===== src/rtl/i2ct_pkg.sv =====
// Shared codes and state type of the I2C target.
// Assumes one status byte per event.
package i2ct_pkg;
    localparam int BYTE_W = 8;
    localparam int CNT_W  = $clog2(BYTE_W + 1);

    localparam logic [BYTE_W-1:0] ST_NONE     = 8'hF8;
    localparam logic [BYTE_W-1:0] ST_ADDR_WR  = 8'h60;
    localparam logic [BYTE_W-1:0] ST_GC_HIT   = 8'h70;
    localparam logic [BYTE_W-1:0] ST_RX_ACK   = 8'h80;
    localparam logic [BYTE_W-1:0] ST_RX_NACK  = 8'h88;
    localparam logic [BYTE_W-1:0] ST_GRX_ACK  = 8'h90;
    localparam logic [BYTE_W-1:0] ST_GRX_NACK = 8'h98;
    localparam logic [BYTE_W-1:0] ST_END      = 8'hA0;
    localparam logic [BYTE_W-1:0] ST_ADDR_RD  = 8'hA8;
    localparam logic [BYTE_W-1:0] ST_TX_ACK   = 8'hB8;
    localparam logic [BYTE_W-1:0] ST_TX_NACK  = 8'hC0;
    localparam logic [BYTE_W-1:0] ST_TX_LAST  = 8'hC8;

    typedef enum logic [2:0] {
        T_IDLE, T_ADDR, T_RX, T_TX, T_ACK_OUT, T_ACK_IN
    } tgt_state_e;
endpackage


===== src/rtl/i2ct_line_sync.sv =====
// Multi-flop synchronizer for a group of asynchronous lines.
// Assumes STAGES >= 2; lines reset to the released (high) level.
module i2ct_line_sync #(
    parameter int STAGES = 2,
    parameter int LINES  = 2
) (
    input  logic             clk,
    input  logic             rst_n,
    input  logic [LINES-1:0] raw,
    output logic [LINES-1:0] clean
);
    for (genvar g = 0; g < LINES; g++) begin : g_line
        logic [STAGES-1:0] pipe;
        // shift the raw level through the flop chain
        always_ff @(posedge clk) begin
            if (!rst_n) pipe <= '1;
            else        pipe <= {pipe[STAGES-2:0], raw[g]};
        end
        assign clean[g] = pipe[STAGES-1];
    end
endmodule


===== src/rtl/i2ct_bus_cond.sv =====
// Finds start, stop and clock edges on the synchronized bus lines.
// Assumes inputs are already synchronous to clk.
module i2ct_bus_cond (
    input  logic clk,
    input  logic rst_n,
    input  logic scl_s,
    input  logic sda_s,
    output logic start_c,
    output logic stop_c,
    output logic rise_c,
    output logic fall_c
);
    logic scl_p, sda_p;

    // remember the previous line levels
    always_ff @(posedge clk) begin
        if (!rst_n) begin
            scl_p <= 1'b1;
            sda_p <= 1'b1;
        end else begin
            scl_p <= scl_s;
            sda_p <= sda_s;
        end
    end

    assign start_c = scl_s & scl_p & sda_p & ~sda_s;
    assign stop_c  = scl_s & scl_p & ~sda_p & sda_s;
    assign rise_c  = scl_s & ~scl_p;
    assign fall_c  = ~scl_s & scl_p;
endmodule


===== src/rtl/i2ct_engine.sv =====
// Target protocol engine: address match, byte shifting, acknowledge,
// status codes, flag and clock stretch.
// Assumes single-cycle condition pulses from i2ct_bus_cond.
module i2ct_engine
    import i2ct_pkg::*;
(
    input  logic              clk,
    input  logic              rst_n,
    input  logic              start_c,
    input  logic              stop_c,
    input  logic              rise_c,
    input  logic              fall_c,
    input  logic              sda_s,
    input  logic [BYTE_W-1:0] own_addr,
    input  logic              ctl_en,
    input  logic              ctl_ack,
    input  logic              flag_clr,
    input  logic [BYTE_W-1:0] tx_data,
    output logic [BYTE_W-1:0] rx_data,
    output logic [BYTE_W-1:0] status,
    output logic              flag,
    output logic              sda_drive_low,
    output logic              scl_hold_low
);
    tgt_state_e        st, st_after;
    logic [BYTE_W-1:0] sh, pend, ev_code;
    logic [CNT_W-1:0]  cnt;
    logic              ack_me, gc_mode, last_byte, m_nack;
    logic              ev, ev_hold, addressed, hit_own, hit_gc, full;

    assign addressed = (st == T_RX) || (st == T_TX) ||
                       (st == T_ACK_OUT) || (st == T_ACK_IN);
    assign hit_gc    = (sh == '0) && own_addr[0];
    assign hit_own   = (sh[BYTE_W-1:1] == own_addr[BYTE_W-1:1]) && !hit_gc;
    assign full      = (cnt == CNT_W'(BYTE_W));

    // decide whether this cycle produces a status event
    always_comb begin
        ev      = 1'b0;
        ev_hold = 1'b0;
        ev_code = ST_NONE;
        if (ctl_en) begin
            if ((start_c || stop_c) && addressed) begin
                ev      = 1'b1;
                ev_code = ST_END;
            end else if (fall_c && st == T_ACK_OUT) begin
                ev      = 1'b1;
                ev_hold = 1'b1;
                ev_code = pend;
            end else if (fall_c && st == T_ACK_IN) begin
                ev      = 1'b1;
                ev_hold = 1'b1;
                ev_code = m_nack ? ST_TX_NACK : (last_byte ? ST_TX_LAST : ST_TX_ACK);
            end
        end
    end

    // status, flag and clock-stretch register
    always_ff @(posedge clk) begin
        if (!rst_n) begin
            status       <= ST_NONE;
            flag         <= 1'b0;
            scl_hold_low <= 1'b0;
        end else if (ev) begin
            status       <= ev_code;
            flag         <= 1'b1;
            scl_hold_low <= ev_hold;
        end else if (flag_clr) begin
            flag         <= 1'b0;
            scl_hold_low <= 1'b0;
        end
    end

    // protocol state machine and shift path
    always_ff @(posedge clk) begin
        if (!rst_n) begin
            st        <= T_IDLE;
            st_after  <= T_IDLE;
            sh        <= '1;
            cnt       <= '0;
            ack_me    <= 1'b0;
            gc_mode   <= 1'b0;
            last_byte <= 1'b0;
            m_nack    <= 1'b0;
            pend      <= ST_NONE;
            rx_data   <= '0;
        end else if (!ctl_en) begin
            st <= T_IDLE;
        end else if (start_c) begin
            st  <= T_ADDR;
            cnt <= '0;
        end else if (stop_c) begin
            st <= T_IDLE;
        end else begin
            case (st)
                T_ADDR: begin
                    if (rise_c) begin
                        sh  <= {sh[BYTE_W-2:0], sda_s};
                        cnt <= cnt + 1'b1;
                    end else if (fall_c && full) begin
                        if (ctl_ack && (hit_own || hit_gc)) begin
                            st       <= T_ACK_OUT;
                            ack_me   <= 1'b1;
                            gc_mode  <= hit_gc;
                            pend     <= hit_gc ? ST_GC_HIT : (sh[0] ? ST_ADDR_RD : ST_ADDR_WR);
                            st_after <= (hit_own && sh[0]) ? T_TX : T_RX;
                        end else begin
                            st <= T_IDLE;
                        end
                    end
                end
                T_RX: begin
                    if (rise_c) begin
                        sh  <= {sh[BYTE_W-2:0], sda_s};
                        cnt <= cnt + 1'b1;
                    end else if (fall_c && full) begin
                        rx_data  <= sh;
                        ack_me   <= ctl_ack;
                        pend     <= gc_mode ? (ctl_ack ? ST_GRX_ACK : ST_GRX_NACK)
                                            : (ctl_ack ? ST_RX_ACK  : ST_RX_NACK);
                        st_after <= ctl_ack ? T_RX : T_IDLE;
                        st       <= T_ACK_OUT;
                    end
                end
                T_ACK_OUT: begin
                    if (fall_c) begin
                        st  <= st_after;
                        cnt <= '0;
                        sh  <= '1;
                    end
                end
                T_TX: begin
                    if (flag && flag_clr) begin
                        sh        <= tx_data;
                        last_byte <= !ctl_ack;
                        cnt       <= '0;
                    end else if (rise_c) begin
                        cnt <= cnt + 1'b1;
                    end else if (fall_c) begin
                        if (full) st <= T_ACK_IN;
                        else      sh <= {sh[BYTE_W-2:0], 1'b1};
                    end
                end
                T_ACK_IN: begin
                    if (rise_c) begin
                        m_nack <= sda_s;
                    end else if (fall_c) begin
                        st  <= (m_nack || last_byte) ? T_IDLE : T_TX;
                        sh  <= '1;
                        cnt <= '0;
                    end
                end
                default: st <= st;
            endcase
        end
    end

    assign sda_drive_low = (st == T_ACK_OUT && ack_me) || (st == T_TX && !sh[BYTE_W-1]);
endmodule


===== src/rtl/i2c_target_ctl.sv =====
// Top of the I2C addressed target: synchronizers, condition finder and
// protocol engine. Assumes open-drain pads outside that pull a line low
// when the matching *_low output is 1.
module i2c_target_ctl
    import i2ct_pkg::*;
#(
    parameter int SYNC_STAGES = 2
) (
    input  logic              clk,
    input  logic              rst_n,
    input  logic              scl_in,
    input  logic              sda_in,
    input  logic [BYTE_W-1:0] own_addr,
    input  logic              ctl_en,
    input  logic              ctl_ack,
    input  logic              ien,
    input  logic              flag_clr,
    input  logic [BYTE_W-1:0] tx_data,
    output logic [BYTE_W-1:0] rx_data,
    output logic [BYTE_W-1:0] status,
    output logic              flag,
    output logic              irq,
    output logic              sda_drive_low,
    output logic              scl_hold_low
);
    logic [1:0] raw_lines, clean_lines;
    logic       start_c, stop_c, rise_c, fall_c;

    assign raw_lines = {scl_in, sda_in};

    i2ct_line_sync #(.STAGES(SYNC_STAGES), .LINES(2)) u_sync (
        .clk(clk), .rst_n(rst_n), .raw(raw_lines), .clean(clean_lines)
    );

    i2ct_bus_cond u_cond (
        .clk(clk), .rst_n(rst_n), .scl_s(clean_lines[1]), .sda_s(clean_lines[0]),
        .start_c(start_c), .stop_c(stop_c), .rise_c(rise_c), .fall_c(fall_c)
    );

    i2ct_engine u_eng (
        .clk(clk), .rst_n(rst_n), .start_c(start_c), .stop_c(stop_c),
        .rise_c(rise_c), .fall_c(fall_c), .sda_s(clean_lines[0]),
        .own_addr(own_addr), .ctl_en(ctl_en), .ctl_ack(ctl_ack),
        .flag_clr(flag_clr), .tx_data(tx_data), .rx_data(rx_data),
        .status(status), .flag(flag), .sda_drive_low(sda_drive_low),
        .scl_hold_low(scl_hold_low)
    );

    assign irq = flag & ien;
endmodule


===== config.mk =====
export PLATFORM = sky130hd
export DESIGN_NAME = i2c_target_ctl
export DESIGN_NICKNAME = d
export VERILOG_FILES = /design/src/rtl/i2ct_pkg.sv /design/src/rtl/i2ct_line_sync.sv /design/src/rtl/i2ct_bus_cond.sv /design/src/rtl/i2ct_engine.sv /design/src/rtl/i2c_target_ctl.sv
export SDC_FILE = /design/constraint.sdc
export NUM_CORES = 1
export LEC_CHECK = 0
export ABC_AREA = 1
export BUFFER_PORTS_ARGS = -buffer_cell sky130_fd_sc_hd__buf_4
export CORE_ASPECT_RATIO = 0.75
export CORE_MARGIN = 1
export CORE_UTILIZATION = 45
export DETAILED_ROUTE_END_ITERATION = 16
export MAX_ROUTING_LAYER = met4
export PLACE_DENSITY_LB_ADDON = 0.08
export SLEW_MARGIN = 20
export SYNTH_ARGS = -nofsm -noshare
export SYNTH_HDL_FRONTEND = slang
export SYNTH_SLANG_ARGS = --single-unit
export TNS_END_PERCENT = 20

===== constraint.sdc =====
create_clock -name clk -period 1.95 [get_ports clk]
set_input_delay 0.39 -clock clk [delete_from_list [all_inputs] [get_ports clk]]
set_output_delay 0.39 -clock clk [all_outputs]
set_load 0.01 [all_outputs]

==> impl_metrics.csv <==
group,metric,value,unit
global_route,antenna_found_initial,0,
sta,fin_crit_sh,0.945,
synth,synth_top_area_frac,0.368,
floorplanning,io_pins,44,
routing,vias,2382,
routing,ant_nets,0,
sta,period_needed,1.84,ns
sta,worst_pin_slew,0.520,ns
place,gp_congestion,0.860,
cts,cts_tree,"done",
floorplanning,core,5350,µm²
cts,post_cts_buffers,0,
cts,cts_num_sinks,46,
floorplanning,initial_core_util,0.468,
sta,finClkSkew,0.0106,ns
cts,clk_latency,0.31,ns
hold_path,hp-class,"in2reg",
synth,synthFlopType,"dfxtp_1",
place,io_buffers,40,
sta,final.setup.worst_slack,0.108,ns
floorplanning,die_x,88.1,µm
synth,ys_top_cells_by_area,"dfxtp_1 (37%), nand2_1 (13%), inv_1 (8.4%)",
finish,antenna_cells,0,
sta,holdWs,0.264,ns
worst_setup_path,ff2ff_path_depth,11,
sta,setup_viol,0,
global_route,grt_usage,0.239,
worst_setup_path,worstPathArrival,1.45,ns
finish,area_growth,19.7,%
sta,fmax,0.543,GHz
routing,routed_wl,6.26,mm
routing,routed_via_density,4.89,
sta,max_slew_margin,0.653,
global_route,first_global_vias,2063,
hold_path,hold_path_depth,2,
worst_setup_path,slowest_delay,0.34,ns
synth,synth_edf_count,0,
global_route,overflow,0,
finish,fill_cells,559,
synth,ys_seq_area_frac,0.368,
synth,synthCells,365,
power,peakVddDrop,449,µV
synth,ys_types,38,
sta,final_max_slew_viol_count,0,
finish,final_util,0.560,
worst_setup_path,startpoint_type,"register",
place,pre_cts_ws,0.136,ns
power,powerDensity,588,nW/µm²
cts,cts_buffer_depth,2,
floorplanning,num_rows,23,
cts,clockRootBuffer,"clkbuf_8",
routing,drtPass1Iterations,5,
finish,nNetsFinal,437,
place,hpwl,4.66,mm
finish,drive_gt1_frac,0.216,
routing,drc_errors,0,
worst_setup_path,worstPathCellList,"inv_1, nand2_1, inv_2, nand2_1, o22ai_1, buf_4",
power,power,0.00176,W
finish,seq_area,925,µm²
synth,syn_area_per_cell,6.86,µm²
cts,numCtsBuffers,5,
cts,clkTransAtPathRegs,0.10,ns
cts,hold_buffers,0,
power,power.leakage,1.47,nW
routing,routedWlPerCell,12.8,µm
synth,yosysWarnings,0,
synth,netlist_area,2500,µm²
sta,finalSetupTns,0,ns
global_route,grt_pass1_wl,10.2,mm
finish,multi_input_area,1280,µm²
worst_setup_path,end_kind,"primary output",
worst_setup_path,worstSetupPathType,"reg2out",
run,max_cap_viol_count,0,
worst_setup_path,cpMostUsedCell,"nand2_1",
floorplanning,die_h,66.6,µm
cts,htree_num_levels,2,
worst_setup_path,crit_required,1.56,ns
synth,ys_ff_latch,46,
global_route,grt_max_degree,26,
worst_setup_path,cpMaxStageDelayCell,"dfxtp_1",
worst_setup_path,critPathMaxFanout,5,
run_status,status,"completed",
synth,synth_top_area_cell,"dfxtp_1",
sta,rsz0062_at_grt,"false",
synth,async_flop_share,0,
routing,drt-initial-drc-count,186,
sta,hold_viol_final,0,
floorplanning,dieArea,5870,µm²
-- stage by stage --
step / cell area [µm²] / std cells
global route: 3000 / 487
finish: 3000 / 487
floorplan: 2510 / 367
detailed placement: 2890 / 479
global placement: 2890 / 479
CTS: 2980 / 487
-- per-layer routing --
layer  global-route usage  vias up  wire length, µm
met2                0.305       70             2380
met5                    -        -                0
met4               0.0726        0               61
met3               0.0372        6              333
met1                0.373     1059             3480
li1                     -     1247                -
-- layout by cell type (no fill, tap or decap), types with 3 or more instances in the layout --
cell,Yosys,final
dfxtp_2,0,3
inv_2,4,5
a21oi_1,9,9
inv_1,56,55
nand2_2,2,3
nor2_1,46,45
or2_2,5,5
dfxtp_1,46,43
clkbuf_8,0,6
nand2_4,3,3
o211ai_1,10,10
nand4_1,5,5
conb_1,1,3
o21ai_0,20,20
nand3_1,17,17
nor2_4,3,3
nand2_1,88,87
nor2_2,2,3
buf_4,3,47
a211oi_1,8,8
nor3_1,5,5
-- worst paths after layout --
check	startpoint	end	slack [ns]
hold / removal	scl_in	u_sync.g_line[1].pipe[0]	0.26
hold reg to reg	u_sync.g_line[0].pipe[0]	u_sync.g_line[0].pipe[1]	0.42
setup reg to reg	u_eng.sh[4]	u_eng.pend[4]	0.21
setup / recovery	u_eng.st[1]	sda_drive_low	0.11
-- sequential cells by signal, indices dropped and copies added, names as in the netlist --
signal and flops:
u_eng.st 3, u_eng.sh 8, u_eng.cnt 4, u_sync.g_line.pipe 4, u_eng.gc_mode 1, u_eng.flag 1, u_eng.scl_hold_low 1, u_cond.sda_p 1
u_eng.m_nack 1, u_eng.pend 5, u_eng.status 5, u_eng.last_byte 1, u_eng.st_after 2, u_cond.scl_p 1, u_eng.rx_data 8
-- cell type report --
class | count | share of cell area
tap | 75 | 0.0313
clock inverter | 1 | 0.00292
multi-input combinational | 249 | 0.426
timing repair buffer | 48 | 0.124
clock buffer | 7 | 0.0288
inverter | 61 | 0.0780
sequential | 46 | 0.308
-- cell usage after synthesis, types with 2 or more instances --
cell      count
a211oi_1      8
a21oi_1       9
a31oi_1       2
buf_4         3
buf_6         4
clkbuf_1      3
dfxtp_1      46
ha_1          2
inv_1        56
inv_2         4
nand2_1      88
nand2_2       2
nand2_4       3
nand3_1      17
nand3_2       3
nand4_1       5
nor2_1       46
nor2_2        2
nor2_4        3
nor3_1        5
nor3_4        2
o211ai_1     10
o21ai_0      20
o21ai_1       2
o21ai_2       2
o22ai_1       2
or2_2         5
-- cells by family (layout without fill, tap and decap cells) --
| family | Yosys count | count (layout) | share of synthesized area |
|---|---|---|---|
| flip-flops | 46 | 46 | 0.368 |
| AO/OA/AOI/OAI | 59 | 59 | 0.147 |
| buffers and inverters | 72 | 117 | 0.130 |
| other | 1 | 3 | 0.00150 |
| XOR/XNOR | 2 | 2 | 0.00700 |
| adder cells (fa/ha/maj) | 2 | 2 | 0.00999 |
| AND/OR/NAND/NOR | 183 | 183 | 0.337 |
-- report_power, final --
group,switching [W],internal (W),total [W]
Sequential,0.0000109,0.000950,0.000960
Clock,0.000346,0.000294,0.000639
Combinational,0.0000962,0.0000669,0.000163
Total,0.000453,0.00131,0.00176
-- repair_timing --
item | in CTS | in global routing
setup endpoints to repair | 0 | 14
endpoints found under the hold margin | 0 | 0
gates resized for setup | 0 | 7
-- worst max-delay path: cells and delay by family (launching register included) --
family	cells	cell delay, ns
AO/OA/AOI/OAI	1	0.22
buffers and inverters	3	0.39
flip-flops	1	0.34
AND/OR/NAND/NOR	2	0.19
No activity file was read; power rests on OpenSTA's default activity.
